**config.mk**
```make
export PLATFORM = sky130hd
export DESIGN_NAME = serport_fifo_front
export DESIGN_NICKNAME = d
export VERILOG_FILES = /design/src/rtl/serport_pkg.sv /design/src/rtl/serport_fifo.sv /design/src/rtl/serport_bus_fsm.sv /design/src/rtl/serport_fifo_front.sv
export SDC_FILE = /design/constraint.sdc
export NUM_CORES = 1
export LEC_CHECK = 0
export BUFFER_PORTS_ARGS = -buffer_cell sky130_fd_sc_hd__buf_2
export CORE_ASPECT_RATIO = 0.8
export CORE_UTILIZATION = 60
export CTS_CLUSTER_SIZE = 14
export DETAILED_ROUTE_END_ITERATION = 6
export GPL_TIMING_DRIVEN = 0
export PLACE_DENSITY = 0.78
export SLEW_MARGIN = 10
export SYNTH_ARGS = -nofsm -noshare
export SYNTH_HDL_FRONTEND = slang
export SYNTH_SLANG_ARGS = --single-unit
```
**constraint.sdc**
```tcl
create_clock -name clk -period 4.7 [get_ports clk]
set_input_delay 0.47 -clock clk [delete_from_list [all_inputs] [get_ports clk]]
set_output_delay 0.47 -clock clk [all_outputs]
set_load 0.05 [all_outputs]
```
**src/rtl/serport_pkg.sv**
```systemverilog
package serport_pkg;
    localparam int DATA_W = 32;

    // Register offsets (byte addresses)
    localparam logic [7:0] OFS_CTRL = 8'h00;
    localparam logic [7:0] OFS_DATA = 8'h04;
    localparam logic [7:0] OFS_STAT = 8'h08;
    localparam logic [7:0] OFS_TEST = 8'h0C;

    // Status bit positions
    localparam int ST_TNF  = 2;
    localparam int ST_RNE  = 3;
    localparam int ST_BUSY = 4;
    localparam int ST_TREQ = 5;
    localparam int ST_RREQ = 6;
    localparam int ST_OVR  = 7;
    localparam int ST_TFE  = 8;
    localparam int ST_RFF  = 9;

    // Test register bit positions
    localparam int TB_TX  = 5;
    localparam int TB_RX  = 6;
    localparam int TB_OVR = 7;

    // Control field positions
    localparam int CT_EN    = 0;
    localparam int CT_TXTHR = 8;
    localparam int CT_RXTHR = 16;

    typedef enum logic [0:0] {BUS_IDLE, BUS_ACK} bus_state_e;
    typedef enum logic [2:0] {SEL_NONE, SEL_CTRL, SEL_DATA, SEL_STAT, SEL_TEST} reg_sel_e;
endpackage

```
**src/rtl/serport_fifo.sv**
```systemverilog
module serport_fifo #(
    parameter int WIDTH = 32,
    parameter int DEPTH = 16,
    localparam int LVL_W = $clog2(DEPTH + 1),
    localparam int PTR_W = (DEPTH > 1) ? $clog2(DEPTH) : 1
) (
    input  logic             clk,
    input  logic             rst_n,
    input  logic             push,
    input  logic [WIDTH-1:0] wdata,
    input  logic             pop,
    output logic [WIDTH-1:0] head,
    output logic             full,
    output logic             empty,
    output logic [LVL_W-1:0] level
);
    logic [WIDTH-1:0] mem [DEPTH];
    logic [PTR_W-1:0] wr_ptr, rd_ptr;
    logic [LVL_W-1:0] count;
    logic             do_push, do_pop;

    function automatic logic [PTR_W-1:0] ptr_next(input logic [PTR_W-1:0] p);
        return (p == PTR_W'(DEPTH - 1)) ? '0 : p + PTR_W'(1);
    endfunction

    assign full    = (count == LVL_W'(DEPTH));
    assign empty   = (count == '0);
    assign do_push = push && !full;
    assign do_pop  = pop && !empty;
    assign level   = count;
    assign head    = empty ? '0 : mem[rd_ptr];

    always_ff @(posedge clk) begin
        if (do_push) mem[wr_ptr] <= wdata;
    end

    always_ff @(posedge clk or negedge rst_n) begin
        if (!rst_n) begin
            wr_ptr <= '0;
            rd_ptr <= '0;
            count  <= '0;
        end else begin
            if (do_push) wr_ptr <= ptr_next(wr_ptr);
            if (do_pop)  rd_ptr <= ptr_next(rd_ptr);
            unique case ({do_push, do_pop})
                2'b10:   count <= count + LVL_W'(1);
                2'b01:   count <= count - LVL_W'(1);
                default: count <= count;
            endcase
        end
    end

    // A push into a full FIFO changes nothing
    assert_full_drop_R2: assert property (@(posedge clk) disable iff (!rst_n)
        (full && push && !pop) |=> ($stable(count) && $stable(wr_ptr)));

    // A pop from an empty FIFO changes nothing
    assert_empty_pop_R3: assert property (@(posedge clk) disable iff (!rst_n)
        (empty && pop && !push) |=> ($stable(count) && $stable(rd_ptr)));

    assert_level_bound_R2: assert property (@(posedge clk) disable iff (!rst_n)
        count <= LVL_W'(DEPTH));
endmodule

```
**src/rtl/serport_bus_fsm.sv**
```systemverilog
module serport_bus_fsm
    import serport_pkg::*;
#(
    parameter int ADDR_W = 8
) (
    input  logic              clk,
    input  logic              rst_n,
    input  logic              req_valid,
    input  logic              req_write,
    input  logic [ADDR_W-1:0] req_addr,
    input  logic [DATA_W-1:0] ctrl_val,
    input  logic [DATA_W-1:0] stat_val,
    input  logic [DATA_W-1:0] test_val,
    input  logic [DATA_W-1:0] data_val,
    output logic              req_ready,
    output logic              ack,
    output logic [DATA_W-1:0] rdata,
    output reg_sel_e          sel,
    output logic              wr_stb,
    output logic              rd_stb
);
    bus_state_e state_q, state_d;
    logic       accept;
    logic [DATA_W-1:0] rmux;

    always_comb begin
        if      (req_addr == ADDR_W'(OFS_CTRL)) sel = SEL_CTRL;
        else if (req_addr == ADDR_W'(OFS_DATA)) sel = SEL_DATA;
        else if (req_addr == ADDR_W'(OFS_STAT)) sel = SEL_STAT;
        else if (req_addr == ADDR_W'(OFS_TEST)) sel = SEL_TEST;
        else                                    sel = SEL_NONE;
    end

    // State register
    always_ff @(posedge clk or negedge rst_n) begin
        if (!rst_n) state_q <= BUS_IDLE;
        else        state_q <= state_d;
    end

    // Next state
    always_comb begin
        unique case (state_q)
            BUS_IDLE: state_d = req_valid ? BUS_ACK : BUS_IDLE; // accept / hold
            BUS_ACK:  state_d = BUS_IDLE;                        // complete
            default:  state_d = BUS_IDLE;
        endcase
    end

    // Outputs
    always_comb begin
        req_ready = (state_q == BUS_IDLE);
        ack       = (state_q == BUS_ACK);
        accept    = req_valid && req_ready;
        wr_stb    = accept && req_write;
        rd_stb    = accept && !req_write;
    end

    always_comb begin
        unique case (sel)
            SEL_CTRL: rmux = ctrl_val;
            SEL_DATA: rmux = data_val;
            SEL_STAT: rmux = stat_val;
            SEL_TEST: rmux = test_val;
            default:  rmux = '0;
        endcase
    end

    always_ff @(posedge clk or negedge rst_n) begin
        if (!rst_n)      rdata <= '0;
        else if (rd_stb) rdata <= rmux;
        else if (wr_stb) rdata <= '0;
    end

    assert_ack_follows_R11: assert property (@(posedge clk) disable iff (!rst_n)
        (req_valid && req_ready) |=> (ack && !req_ready));

    assert_ack_single_R11: assert property (@(posedge clk) disable iff (!rst_n)
        ack |=> !ack);
endmodule

```
**src/rtl/serport_fifo_front.sv**
```systemverilog
module serport_fifo_front
    import serport_pkg::*;
#(
    parameter int DEPTH  = 16,
    parameter int ADDR_W = 8,
    localparam int LVL_W = $clog2(DEPTH + 1)
) (
    input  logic              clk,
    input  logic              rst_n,
    input  logic              req_valid,
    input  logic              req_write,
    input  logic [ADDR_W-1:0] req_addr,
    input  logic [31:0]       req_wdata,
    output logic              req_ready,
    output logic              ack,
    output logic [31:0]       rdata,
    output logic              tx_valid,
    output logic [31:0]       tx_data,
    input  logic              tx_ready,
    input  logic              rx_valid,
    input  logic [31:0]       rx_data,
    input  logic              frame_active,
    output logic              tx_svc_req,
    output logic              rx_svc_req,
    output logic              overrun_irq,
    output logic              irq
);
    logic             en_q, ovr_q;
    logic [LVL_W-1:0] txthr_q, rxthr_q;
    logic [2:0]       test_q;               // {ovr, rx, tx}
    reg_sel_e         sel;
    logic             wr_stb, rd_stb;
    logic             wr_ctrl, wr_stat, wr_test, wr_data, rd_data;
    logic             tx_full, tx_empty, rx_full, rx_empty;
    logic [LVL_W-1:0] tx_level, rx_level;
    logic [31:0]      rx_head, ctrl_val, stat_val, test_val;
    logic             tx_real, rx_real, ovr_set, ovr_clr, rx_push, tx_pop;

    assign wr_ctrl = wr_stb && (sel == SEL_CTRL);
    assign wr_stat = wr_stb && (sel == SEL_STAT);
    assign wr_test = wr_stb && (sel == SEL_TEST);
    assign wr_data = wr_stb && (sel == SEL_DATA);
    assign rd_data = rd_stb && (sel == SEL_DATA);

    serport_bus_fsm #(.ADDR_W(ADDR_W)) u_bus (
        .clk(clk), .rst_n(rst_n),
        .req_valid(req_valid), .req_write(req_write), .req_addr(req_addr),
        .ctrl_val(ctrl_val), .stat_val(stat_val), .test_val(test_val), .data_val(rx_head),
        .req_ready(req_ready), .ack(ack), .rdata(rdata),
        .sel(sel), .wr_stb(wr_stb), .rd_stb(rd_stb)
    );

    assign tx_valid = en_q && !tx_empty;
    assign tx_pop   = tx_valid && tx_ready;

    serport_fifo #(.WIDTH(DATA_W), .DEPTH(DEPTH)) u_txf (
        .clk(clk), .rst_n(rst_n),
        .push(wr_data), .wdata(req_wdata), .pop(tx_pop),
        .head(tx_data), .full(tx_full), .empty(tx_empty), .level(tx_level)
    );

    assign rx_push = rx_valid && en_q;

    serport_fifo #(.WIDTH(DATA_W), .DEPTH(DEPTH)) u_rxf (
        .clk(clk), .rst_n(rst_n),
        .push(rx_push), .wdata(rx_data), .pop(rd_data),
        .head(rx_head), .full(rx_full), .empty(rx_empty), .level(rx_level)
    );

    // Configuration and test registers
    always_ff @(posedge clk or negedge rst_n) begin
        if (!rst_n) begin
            en_q    <= 1'b0;
            txthr_q <= '0;
            rxthr_q <= '0;
            test_q  <= '0;
        end else begin
            if (wr_ctrl) begin
                en_q    <= req_wdata[CT_EN];
                txthr_q <= req_wdata[CT_TXTHR +: LVL_W];
                rxthr_q <= req_wdata[CT_RXTHR +: LVL_W];
            end
            if (wr_test) test_q <= req_wdata[TB_OVR:TB_TX];
        end
    end

    // Sticky overrun; a new overrun wins over a simultaneous clear
    assign ovr_set = rx_push && rx_full;
    assign ovr_clr = wr_stat && req_wdata[ST_OVR];

    always_ff @(posedge clk or negedge rst_n) begin
        if (!rst_n)       ovr_q <= 1'b0;
        else if (ovr_set) ovr_q <= 1'b1;
        else if (ovr_clr) ovr_q <= 1'b0;
    end

    assign tx_real = en_q && (tx_level <= txthr_q);
    assign rx_real = en_q && !rx_empty && (rx_level >= rxthr_q);

    always_comb begin
        ctrl_val = '0;
        ctrl_val[CT_EN]            = en_q;
        ctrl_val[CT_TXTHR +: LVL_W] = txthr_q;
        ctrl_val[CT_RXTHR +: LVL_W] = rxthr_q;

        test_val = '0;
        test_val[TB_OVR:TB_TX] = test_q;

        stat_val = '0;
        stat_val[ST_TNF]  = !tx_full;
        stat_val[ST_RNE]  = !rx_empty;
        stat_val[ST_BUSY] = en_q && frame_active;
        stat_val[ST_TREQ] = tx_real;
        stat_val[ST_RREQ] = rx_real;
        stat_val[ST_OVR]  = ovr_q;
        stat_val[ST_TFE]  = tx_empty;
        stat_val[ST_RFF]  = rx_full;
    end

    assign tx_svc_req  = tx_real || test_q[0];
    assign rx_svc_req  = rx_real || test_q[1];
    assign overrun_irq = ovr_q   || test_q[2];
    assign irq         = tx_svc_req || rx_svc_req || overrun_irq;

    assert_ovr_sticky_R7: assert property (@(posedge clk) disable iff (!rst_n)
        (ovr_q && !ovr_clr) |=> ovr_q);

    assert_ovr_set_R7: assert property (@(posedge clk) disable iff (!rst_n)
        (rx_valid && en_q && rx_full) |=> ovr_q);

    assert_disabled_rx_R10: assert property (@(posedge clk) disable iff (!rst_n)
        (!en_q && rx_valid && !rd_data) |=> $stable(rx_level));

    assert_tx_drain_R1: assert property (@(posedge clk) disable iff (!rst_n)
        (tx_valid && tx_ready && !wr_data) |=> (tx_level == $past(tx_level) - LVL_W'(1)));
endmodule

```
==> flow_summary.ini, run 1 <==
[power]
peakVddDrop_uv = 350
p_switching_mw = 3.88
p_int_mw = 15.5
power_density_nw_per_um2 = 398
clkPwrFrac = 0.428
total_power_mw = 19.4
seqPwrFrac = 0.553
combinationalPowerShare = 0.019
leakagePower_nw = 15.9
switching_share = 0.200

[min_path]
hold_end = ovr_q$_DFFE_PN0P_
hold_depth = 3
hold_class = in2reg
hp-start = rx_valid

[logic_synthesis]
syn_area_per_cell_um2 = 22.3
synth_top_flop_cell = edfxtp_1
synth_edf_count = 1024
ys_types = 53
yosysWarningCount = 0
syn_nets = 2023
yosys_register_bits = 1098
seq_area_frac_synth = 0.765
syn_area_um2 = 42600
syn_inst = 1915
synthArstFlopShare = 0.0674

[floorplanning]
die_w_um = 300
rows = 87
core_um2 = 70400
die_area_um2 = 72100
ios = 150
die_h_um = 240
start_util = 0.605

[timing]
finalCriticalPeriod_ps = 4470
worstMarginPinSlew_ps = 1220
grt_setup_unrepaired = false
relSlewSlack = 0.180
finalHoldViolations = 0
tns_ps = 0
setup_viol = 0
max_freq_ghz = 0.224
finalCritPeriodShare = 0.951
slew_violations = 0
fin_skew_ps = 27.1
hold_ws_ps = 140
layout_setup_ws_ps = 233

[critical_path]
critPathArrivalTime_ps = 5060
reg2reg_slack_ps = 230
crit_required_ps = 5290
worstSetupStartpointType = flop
cp-end-kind = flop
criticalPathCategory = reg2reg
cp_max_fo = 11
r2r_start = u_rxf.level[2]$_DFFE_PN0P_
worst_r2r_path_depth = 14
regToRegEndpoint = u_rxf.level[4]$_DFFE_PN0P_

[drt]
dr.first_iter.drc_count = 2861
final_antenna_net_count = 0
drc = 0
first_pass_iters = 6
vias = 21600
wl_per_cell_um = 32.0
routed_wl_um = 103000
viasPerCell = 6.68

[global_routing]
grt_pass1_wl_um = 147000
grt_max_degree = 61
grt_pass1_vias = 21800
overflow = 0
antenna_found_initial = 8
grt_use_total = 0.291

[job]
drv_cap = 0

[clock_network]
post-cts-setup-buffers = 0
clock-sinks = 1098
cts_inserted_buffers = 101
path_clk_slew_ps = 60
cts_tree = yes
cts-htree-levels = 3
cts_root_buf = clkbuf_16
clockBufferDepth = 3
clock_latency_ps = 670

[layout]
fin_cells = 3225
final_area_um2 = 48700
multi_input_area_um2 = 9480
fillers = 4107
post-route-util = 0.692
area_growth_pct = 14.3
final_common_cell = edfxtp_1
seqCellArea_um2 = 32600
drive_above_1_share = 0.319
layout_common_cells = 1024 x edfxtp_1, 298 x mux4_2, 169 x buf_2
nets = 2307

[placement]
placed_area_um2 = 45300
place_ws_ps = 320
gp_congestion = 0.837
port-buffer-count = 147
dpl.cell_count = 3029
hpwlAfterDp_um = 61300

[status]
status = complete, no violations
-- layer usage --
metal | vias up | share of wire | global-route usage
li1 | 8608 | - | -
met2 | 1413 | 0.48 | 0.457
met5 | - | 0.00034 | 0
met4 | 6 | 0.022 | 0.0795
met1 | 11400 | 0.39 | 0.417
met3 | 176 | 0.11 | 0.0686
-- flip-flops by register name (all words and copies together), names as in the netlist, 5 cells and up --
register,cells
u_rxf.level,5
u_rxf.mem,512
u_bus.rdata,32
rxthr_q,5
txthr_q,5
u_txf.level,5
u_txf.mem,512
-- power groups by stage --
stage | Combinational, mW | Sequential (mW) | Clock, mW
2_1_floorplan | 0.146 | 10.9 | 0
3_3_place_gp | 0.334 | 10.9 | 0
3_5_place_dp | 0.366 | 10.9 | 0
4_1_cts | 0.369 | 10.7 | 8.34
5_1_grt | 0.401 | 10.7 | 8.69
6_report | 0.372 | 10.7 | 8.30
-- critical path, cell delays in order, from the launching register on --
cell       delay, ps
dfrtp_1          350
clkbuf_1         320
or4_1            270
o2111ai_1        130
or2_2            410
inv_2            330
buf_1            760
ha_1             310
clkbuf_1         320
xor2_1           180
ha_1             220
a31oi_1           90
or2_2            290
a21oi_1          250
xor2_1           160
-- cell usage after synthesis (all sizes together), types with 16 or more instances --
cell type,number,share of area
mux2,19,0.0050
nand2,43,0.0038
buf,48,0.0062
dfrtp,74,0.043
o21ai,33,0.0039
a22oi,48,0.0085
inv,35,0.0031
a22o,16,0.0033
clkbuf,50,0.0044
a21oi,16,0.0019
and2,65,0.0095
mux4,298,0.16
edfxtp,1024,0.72
ha,28,0.0082
-- how the worst max path moves through the flow --
stage / start / end / slack, ps / cells after the start
floorplan: u_bus.ack$_DFF_PN0_ / u_txf.mem[4][0]$_DFFE_PP_ / 1340 / 8
global placement: req_addr[5] / u_txf.mem[7][23]$_DFFE_PP_ / 310 / 7
detailed placement: req_addr[5] / u_rxf.level[4]$_DFFE_PN0P_ / 320 / 14
CTS: u_txf.rd_ptr[1]$_DFFE_PN0P_ / tx_data[14] / 270 / 7
global route: u_rxf.level[2]$_DFFE_PN0P_ / u_rxf.level[4]$_DFFE_PN0P_ / 80 / 15
finish: u_rxf.level[2]$_DFFE_PN0P_ / u_rxf.level[4]$_DFFE_PN0P_ / 230 / 14
-- cell type report --
class,instances,area share
buffer,98,0.00933
tap,934,0.0240
antenna,4,0.000206
clock inverter,53,0.0114
multi-input combinational,684,0.195
sequential,1098,0.669
timing repair buffer,181,0.0306
inverter,35,0.00270
clock buffer,138,0.0577
-- logic make-up (layout without fill, tap and decap cells) --
family                   after synthesis  count (layout)  synth area share
AO/OA/AOI/OAI                        139             139            0.0224
XOR/XNOR                              15              15           0.00308
adder cells (fa/ha/maj)               29              29           0.00869
buffers and inverters                133             505            0.0137
flip-flops                          1098            1098             0.765
multiplexers                         320             320             0.163
other                                  0               4                 0
AND/OR/NAND/NOR                      181             181            0.0242
-- timing repair --
action | 4_1_cts | 5_1_grt
endpoints found under the hold margin | 14 | 0
gates resized for setup | 0 | 0
hold buffers | 1 | 0
Note: power is estimated with default switching activity, not from simulation.
==> run 2: changes to the inputs <==
--- a/config.mk
+++ b/config.mk
@@ -11,8 +11,9 @@
 export CTS_CLUSTER_SIZE = 14
 export DETAILED_ROUTE_END_ITERATION = 6
 export GPL_TIMING_DRIVEN = 0
-export PLACE_DENSITY = 0.78
+export PLACE_DENSITY = 0.77
 export SLEW_MARGIN = 10
 export SYNTH_ARGS = -nofsm -noshare
 export SYNTH_HDL_FRONTEND = slang
+export SYNTH_HIERARCHICAL = 1
 export SYNTH_SLANG_ARGS = --single-unit
==> run 2 against run 1 <==
  * Register-to-register slack gained 430 ps
  * Area after synthesis rose by 3.9%
  * Global-route usage increased by 0.87 points
  * Largest power group unchanged
  * Highest routed layer unchanged
==> flow_summary.ini, run 2 <==
[layout]
reg.largest.list = u_rxf/mem x512, u_txf/mem x512, u_bus/rdata x32
area_growth_pct = 14.8
drive_above_1_share = 0.283
final_common_cell = edfxtp_1
layout_common_cells = 1024 x edfxtp_1, 256 x mux4_2, 196 x buf_2
multi_input_area_um2 = 11300
post-route-util = 0.701
nets = 2648
fillers = 4193
seqCellArea_um2 = 32600

[logic_synthesis]
ys_types = 56
synthTopCellsByArea = edfxtp_1 69%, mux4_2 13%, dfrtp_1 4.2%, o211ai_1 2.9%, mux2i_1 2.9%
syn_area_um2 = 44300
synthArstFlopShare = 0.0674
synth_edf_count = 1024
yosys_register_bits = 1098
synth_top_flop_cell = edfxtp_1
syn_area_per_cell_um2 = 20.4
synth_top_area_share = 0.695
synth_area_leader_cell = edfxtp_1
synth_common_cells = 1024 x edfxtp_1, 256 x mux4_2, 172 x o211ai_1
synthMostInstantiatedCell = edfxtp_1
yosysWarningCount = 6
syn_inst = 2166
seq_area_frac_synth = 0.736

[floorplanning]
ios = 150
rows = 88
start_util = 0.610
die_w_um = 306
die_area_um2 = 74900
die_h_um = 245
core_um2 = 72600

[critical_path]
worstSetupStartpointType = input port
cp_max_fo = 10
cp-end-kind = flop
crit_required_ps = 5070
criticalPathCategory = in2reg
critPathArrivalTime_ps = 4710

[clock_network]
cts_inserted_buffers = 101
cts_tree = yes
clock_latency_ps = 670
cts_hold_buffers = 1
clock-sinks = 1098
cts.repair.resized = 0
path_clk_slew_ps = 70
cts-htree-levels = 3
cts_root_buf = clkbuf_16
post-cts-setup-buffers = 0
clockBufferDepth = 3

[timing]
grt_setup_unrepaired = false
finalCriticalPeriod_ps = 4340
worstMarginPinSlew_ps = 1180
finalHoldViolations = 0
layout_setup_ws_ps = 362
relSlewSlack = 0.211
slew_violations = 0
fin_skew_ps = 34.0
max_freq_ghz = 0.231
finalCritPeriodShare = 0.923
setup_viol = 0

[power]
power_density_nw_per_um2 = 389
total_power_mw = 19.8
peakVddDrop_uv = 340
leakagePower_nw = 16.7

[drt]
vias = 24400
first_pass_iters = 6
routed_wl_um = 110000
dr.first_iter.drc_count = 3097
viasPerCell = 6.81
wl_per_cell_um = 30.9
drc = 0
final_antenna_net_count = 0

[status]
status = complete, no violations

[placement]
place_ws_ps = -223
gp_congestion = 0.882
hpwlAfterDp_um = 72900
port-buffer-count = 148

[global_routing]
grt_pass1_vias = 24100
grt_max_degree = 52
grt_use_total = 0.300
antenna_found_initial = 8
overflow = 0
grt_pass1_wl_um = 160000

[job]
drv_cap = 0

[min_path]
hold_class = in2reg
## run 2: cell types whose count changed after synthesis, sizes merged, moves of 8 or more
cell	previous run	this run
o211ai	0	192
a22oi	48	0
o22ai	0	34
nand2	43	33
mux2	19	10
inv	35	22
a22o	16	35
and2	65	11
nor2	7	29
mux4	298	256
o21ai	33	25
buf	48	101
mux2i	3	128
## run 2: logic make-up after synthesis
kind of cell               Yosys count  synth area share
other                                1         0.0000847
xor gates and xnor gates            17           0.00336
DFF                               1098             0.736
and+or+nand+nor                    133            0.0162
muxes                              394             0.162
AOI/OAI and AO/OA                  318            0.0544
adders and majority gates           26           0.00735
buffers and inverters              179            0.0204
## run 2: report_power, final
part | leakage, nW | internal [mW] | switching [mW]
combinational | 4.94 | 0.339 | 0.769
sequential | 10.2 | 10.7 | 0.0357
clock | 1.55 | 4.45 | 3.47
total | 16.7 | 15.5 | 4.27
## run 2: critical path: stages
cell and delay, ps:
buf_2 150, buf_4 250, buf_2 380, xnor2_1 120, nor4_1 510, nor2b_1 270, and3b_1 250, a21boi_0 350
clkbuf_1 410, nand2_1 380, nor3_4 550, buf_16 220, buf_8 170, buf_8 180
## run 2: final timing paths
kind / from / endpoint / slack [ps] / depth (start not counted)
worst max-delay path: req_addr[2] / u_txf/mem[1][1]$_DFFE_PP_ / 360 / 14
worst min-delay path: req_wdata[2] / u_txf/mem[9][2]$_DFFE_PP_ / 170 / 1
worst max register to register: u_bus/ack$_DFF_PN0_ / u_txf/mem[1][1]$_DFFE_PP_ / 660 / 12
worst min register to register: u_bus/rdata[22]$_DFFE_PN0P_ / u_bus/rdata[22]$_DFFE_PN0P_ / 510 / 1
max in group asynchronous: rst_n / u_bus/rdata[18]$_DFFE_PN0P_ / 3690 / 3
min in group asynchronous: rst_n / u_bus/rdata[5]$_DFFE_PN0P_ / 340 / 2
## run 2: metrics by stage
stage                      TNS, ps  hold WS [ps]  cell area (µm²)  cells
after global routing             0           156            50800   3573
after floorplan                  0           174            44600   2239
final                            0           168            50800   3575
after CTS                        0           136            50800   3570
after global placement    -1236520           487            46500   3332
after detailed placement     -8940           436            47600   3384
## run 2: area by class of cell
cell class | instances | area share
sequential | 1098 | 0.641
multi-input combinational | 962 | 0.222
clock buffer | 144 | 0.0547
timing repair buffer | 201 | 0.0330
tap | 945 | 0.0233
buffer | 157 | 0.0161
clock inverter | 41 | 0.00756
inverter | 22 | 0.00162
antenna | 5 | 0.000246
## run 2: per-layer routing
metal  up-vias  part of all wire  global-route usage
met5         -           0.00045                   0
met4         6             0.031              0.0961
met3       245              0.13              0.0692
met2      1730              0.46               0.451
met1     12600              0.38               0.442
li1       9779                 -                   -
==> run 3: changes to the inputs <==
--- a/config.mk
+++ b/config.mk
@@ -7,11 +7,11 @@
 export LEC_CHECK = 0
 export BUFFER_PORTS_ARGS = -buffer_cell sky130_fd_sc_hd__buf_2
 export CORE_ASPECT_RATIO = 0.8
-export CORE_UTILIZATION = 60
+export CORE_UTILIZATION = 56
 export CTS_CLUSTER_SIZE = 14
 export DETAILED_ROUTE_END_ITERATION = 6
 export GPL_TIMING_DRIVEN = 0
-export PLACE_DENSITY = 0.77
+export PLACE_DENSITY = 0.76
 export SLEW_MARGIN = 10
 export SYNTH_ARGS = -nofsm -noshare
 export SYNTH_HDL_FRONTEND = slang
==> constraint.sdc (replaced) <==
create_clock -name clk -period 3.54 [get_ports clk]
set_input_delay 0.354 -clock clk [delete_from_list [all_inputs] [get_ports clk]]
set_output_delay 0.354 -clock clk [all_outputs]
set_load 0.05 [all_outputs]
==> run 3 against run 2 <==
  * Cell count up 2.8%
  * Core utilization down 4.0 points
  * Non-clock buffer count up 14
  * Power up 34%
  * Routed wire length down 0.11%
==> flow_summary.ini, run 3 (synthesis gave the netlist of run 2 again) <==
[status]
status = complete, no violations

[clock_network]
cts-htree-levels = 3
clock-sinks = 1098
clockBufferDepth = 3
cts_tree = yes
path_clk_slew_ps = 60
cts_inserted_buffers = 102
cts_root_buf = clkbuf_16
clock_latency_ps = 680

[layout]
reg.largest.list = u_rxf/mem x512, u_txf/mem x512, u_bus/rdata x32
layout_common_cells = 1024 x edfxtp_1, 256 x mux4_2, 194 x buf_2
drive_above_1_share = 0.298
nets = 2669
post-route-util = 0.661
final_common_cell = edfxtp_1
area_growth_pct = 15.9

[global_routing]
grt_pass1_wl_um = 160000
grt_use_total = 0.279
overflow = 0
antenna_found_initial = 5
grt_pass1_vias = 24300
grt_max_degree = 48

[timing]
finalCriticalPeriod_ps = 3500
finalHoldViolations = 0
fin_skew_ps = 25.2
layout_setup_ws_ps = 43.5
finalCritPeriodShare = 0.988
tns_ps = 0
slew_violations = 0
grt_setup_unrepaired = true
worstMarginPinSlew_ps = 1120
relSlewSlack = 0.257
setup_viol = 0
max_freq_ghz = 0.286

[drt]
final_antenna_net_count = 0
routed_wl_um = 110000
dr.first_iter.drc_count = 2816
vias = 24200
wl_per_cell_um = 30.0
drc = 0
viasPerCell = 6.57
first_pass_iters = 5

[min_path]
hold_class = in2reg

[critical_path]
crit_required_ps = 3190
reg2reg_slack_ps = 160
cp-end-kind = primary output
worstSetupStartpointType = flop
cp_max_fo = 8
critPathArrivalTime_ps = 3140
criticalPathCategory = reg2out

[placement]
port-buffer-count = 148
gp_congestion = 0.804
place_ws_ps = -1030
hpwlAfterDp_um = 70200

[job]
drv_cap = 0

[floorplanning]
start_util = 0.570
die_area_um2 = 80200
die_h_um = 253
core_um2 = 77700
rows = 91
die_w_um = 316
ios = 150

[power]
leakagePower_nw = 16.8
total_power_mw = 26.5
peakVddDrop_uv = 473
power_density_nw_per_um2 = 516
[run 3: changes by cell type in the layout (fill, tap and decap cells not counted), sizes merged]
cell           delta
buf              +11
clkinv            -6
nor2              +6
clkbuf            +4
clkdlybuf4s15     +4
clkinvlp          +4
diode             +1
inv               -1
[run 3: per-layer routing]
layer / vias up / routed length [µm] / global-route usage
li1: 9843 / - / -
met1: 12600 / 41800 / 0.379
met2: 1463 / 54500 / 0.454
met3: 212 / 10900 / 0.0587
met4: 4 / 3190 / 0.0922
met5: - / 28 / 0
[run 3: metrics by stage]
step / cell area (µm²) / hold WS (ps) / std cells
after floorplan: 44700 / 58.4 / 2239
after global placement: 46700 / 490 / 3410
after detailed placement: 47600 / 340 / 3445
after CTS: 51200 / 11.2 / 3666
after global routing: 51300 / 33.3 / 3671
final: 51300 / 41.5 / 3676
[run 3: what timing repair did]
item / in CTS / in global routing
endpoints found under the hold margin: 28 / 0
gates cloned: 6 / 0
pin swaps: 15 / 4
resized for setup: 21 / 19
hold buffers: 1 / 0
endpoints found under the setup margin: 340 / 79
buffers inserted: 28 / 5
[run 3: area by class of cell]
cell class	count	area (µm²)
Sequential cell	1098	32600
Fill cell	4863	26300
Multi-Input combinational cell	968	11400
Clock buffer	149	2830
Timing Repair Buffer	217	1830
Tap cell	1023	1280
Buffer	155	853
Clock inverter	38	405
Inverter	22	86.3
Antenna cell	6	15.0
[run 3: power by group]
group,internal (mW),leakage [nW],switching [mW]
Sequential,14.2,10.2,0.0487
Clock,6.00,1.57,4.72
Combinational,0.463,5.06,1.04
[run 3: worst paths after layout]
kind / startpoint / to / cells after the start
worst max-delay path: u_rxf/level[2]$_DFFE_PN0P_ / irq / 8
worst min-delay path: req_wdata[4] / u_txf/mem[1][4]$_DFFE_PP_ / 1
worst max register to register: u_txf/level[2]$_DFFE_PN0P_ / u_txf/level[4]$_DFFE_PN0P_ / 13
worst min register to register: u_bus/rdata[31]$_DFFE_PN0P_ / u_bus/rdata[31]$_DFFE_PN0P_ / 1
max in group asynchronous: rst_n / en_q$_DFFE_PN0P_ / 3
min in group asynchronous: rst_n / u_bus/rdata[2]$_DFFE_PN0P_ / 2
[run 3: critical path, stage by stage, from the launching register on]
cell and delay [ps]:
dfrtp_1 400, buf_6 140, or4_4 610, nor2_4 160
nor2b_4 50, and3_4 180, a211o_4 360, or3_1 360
buf_4 200
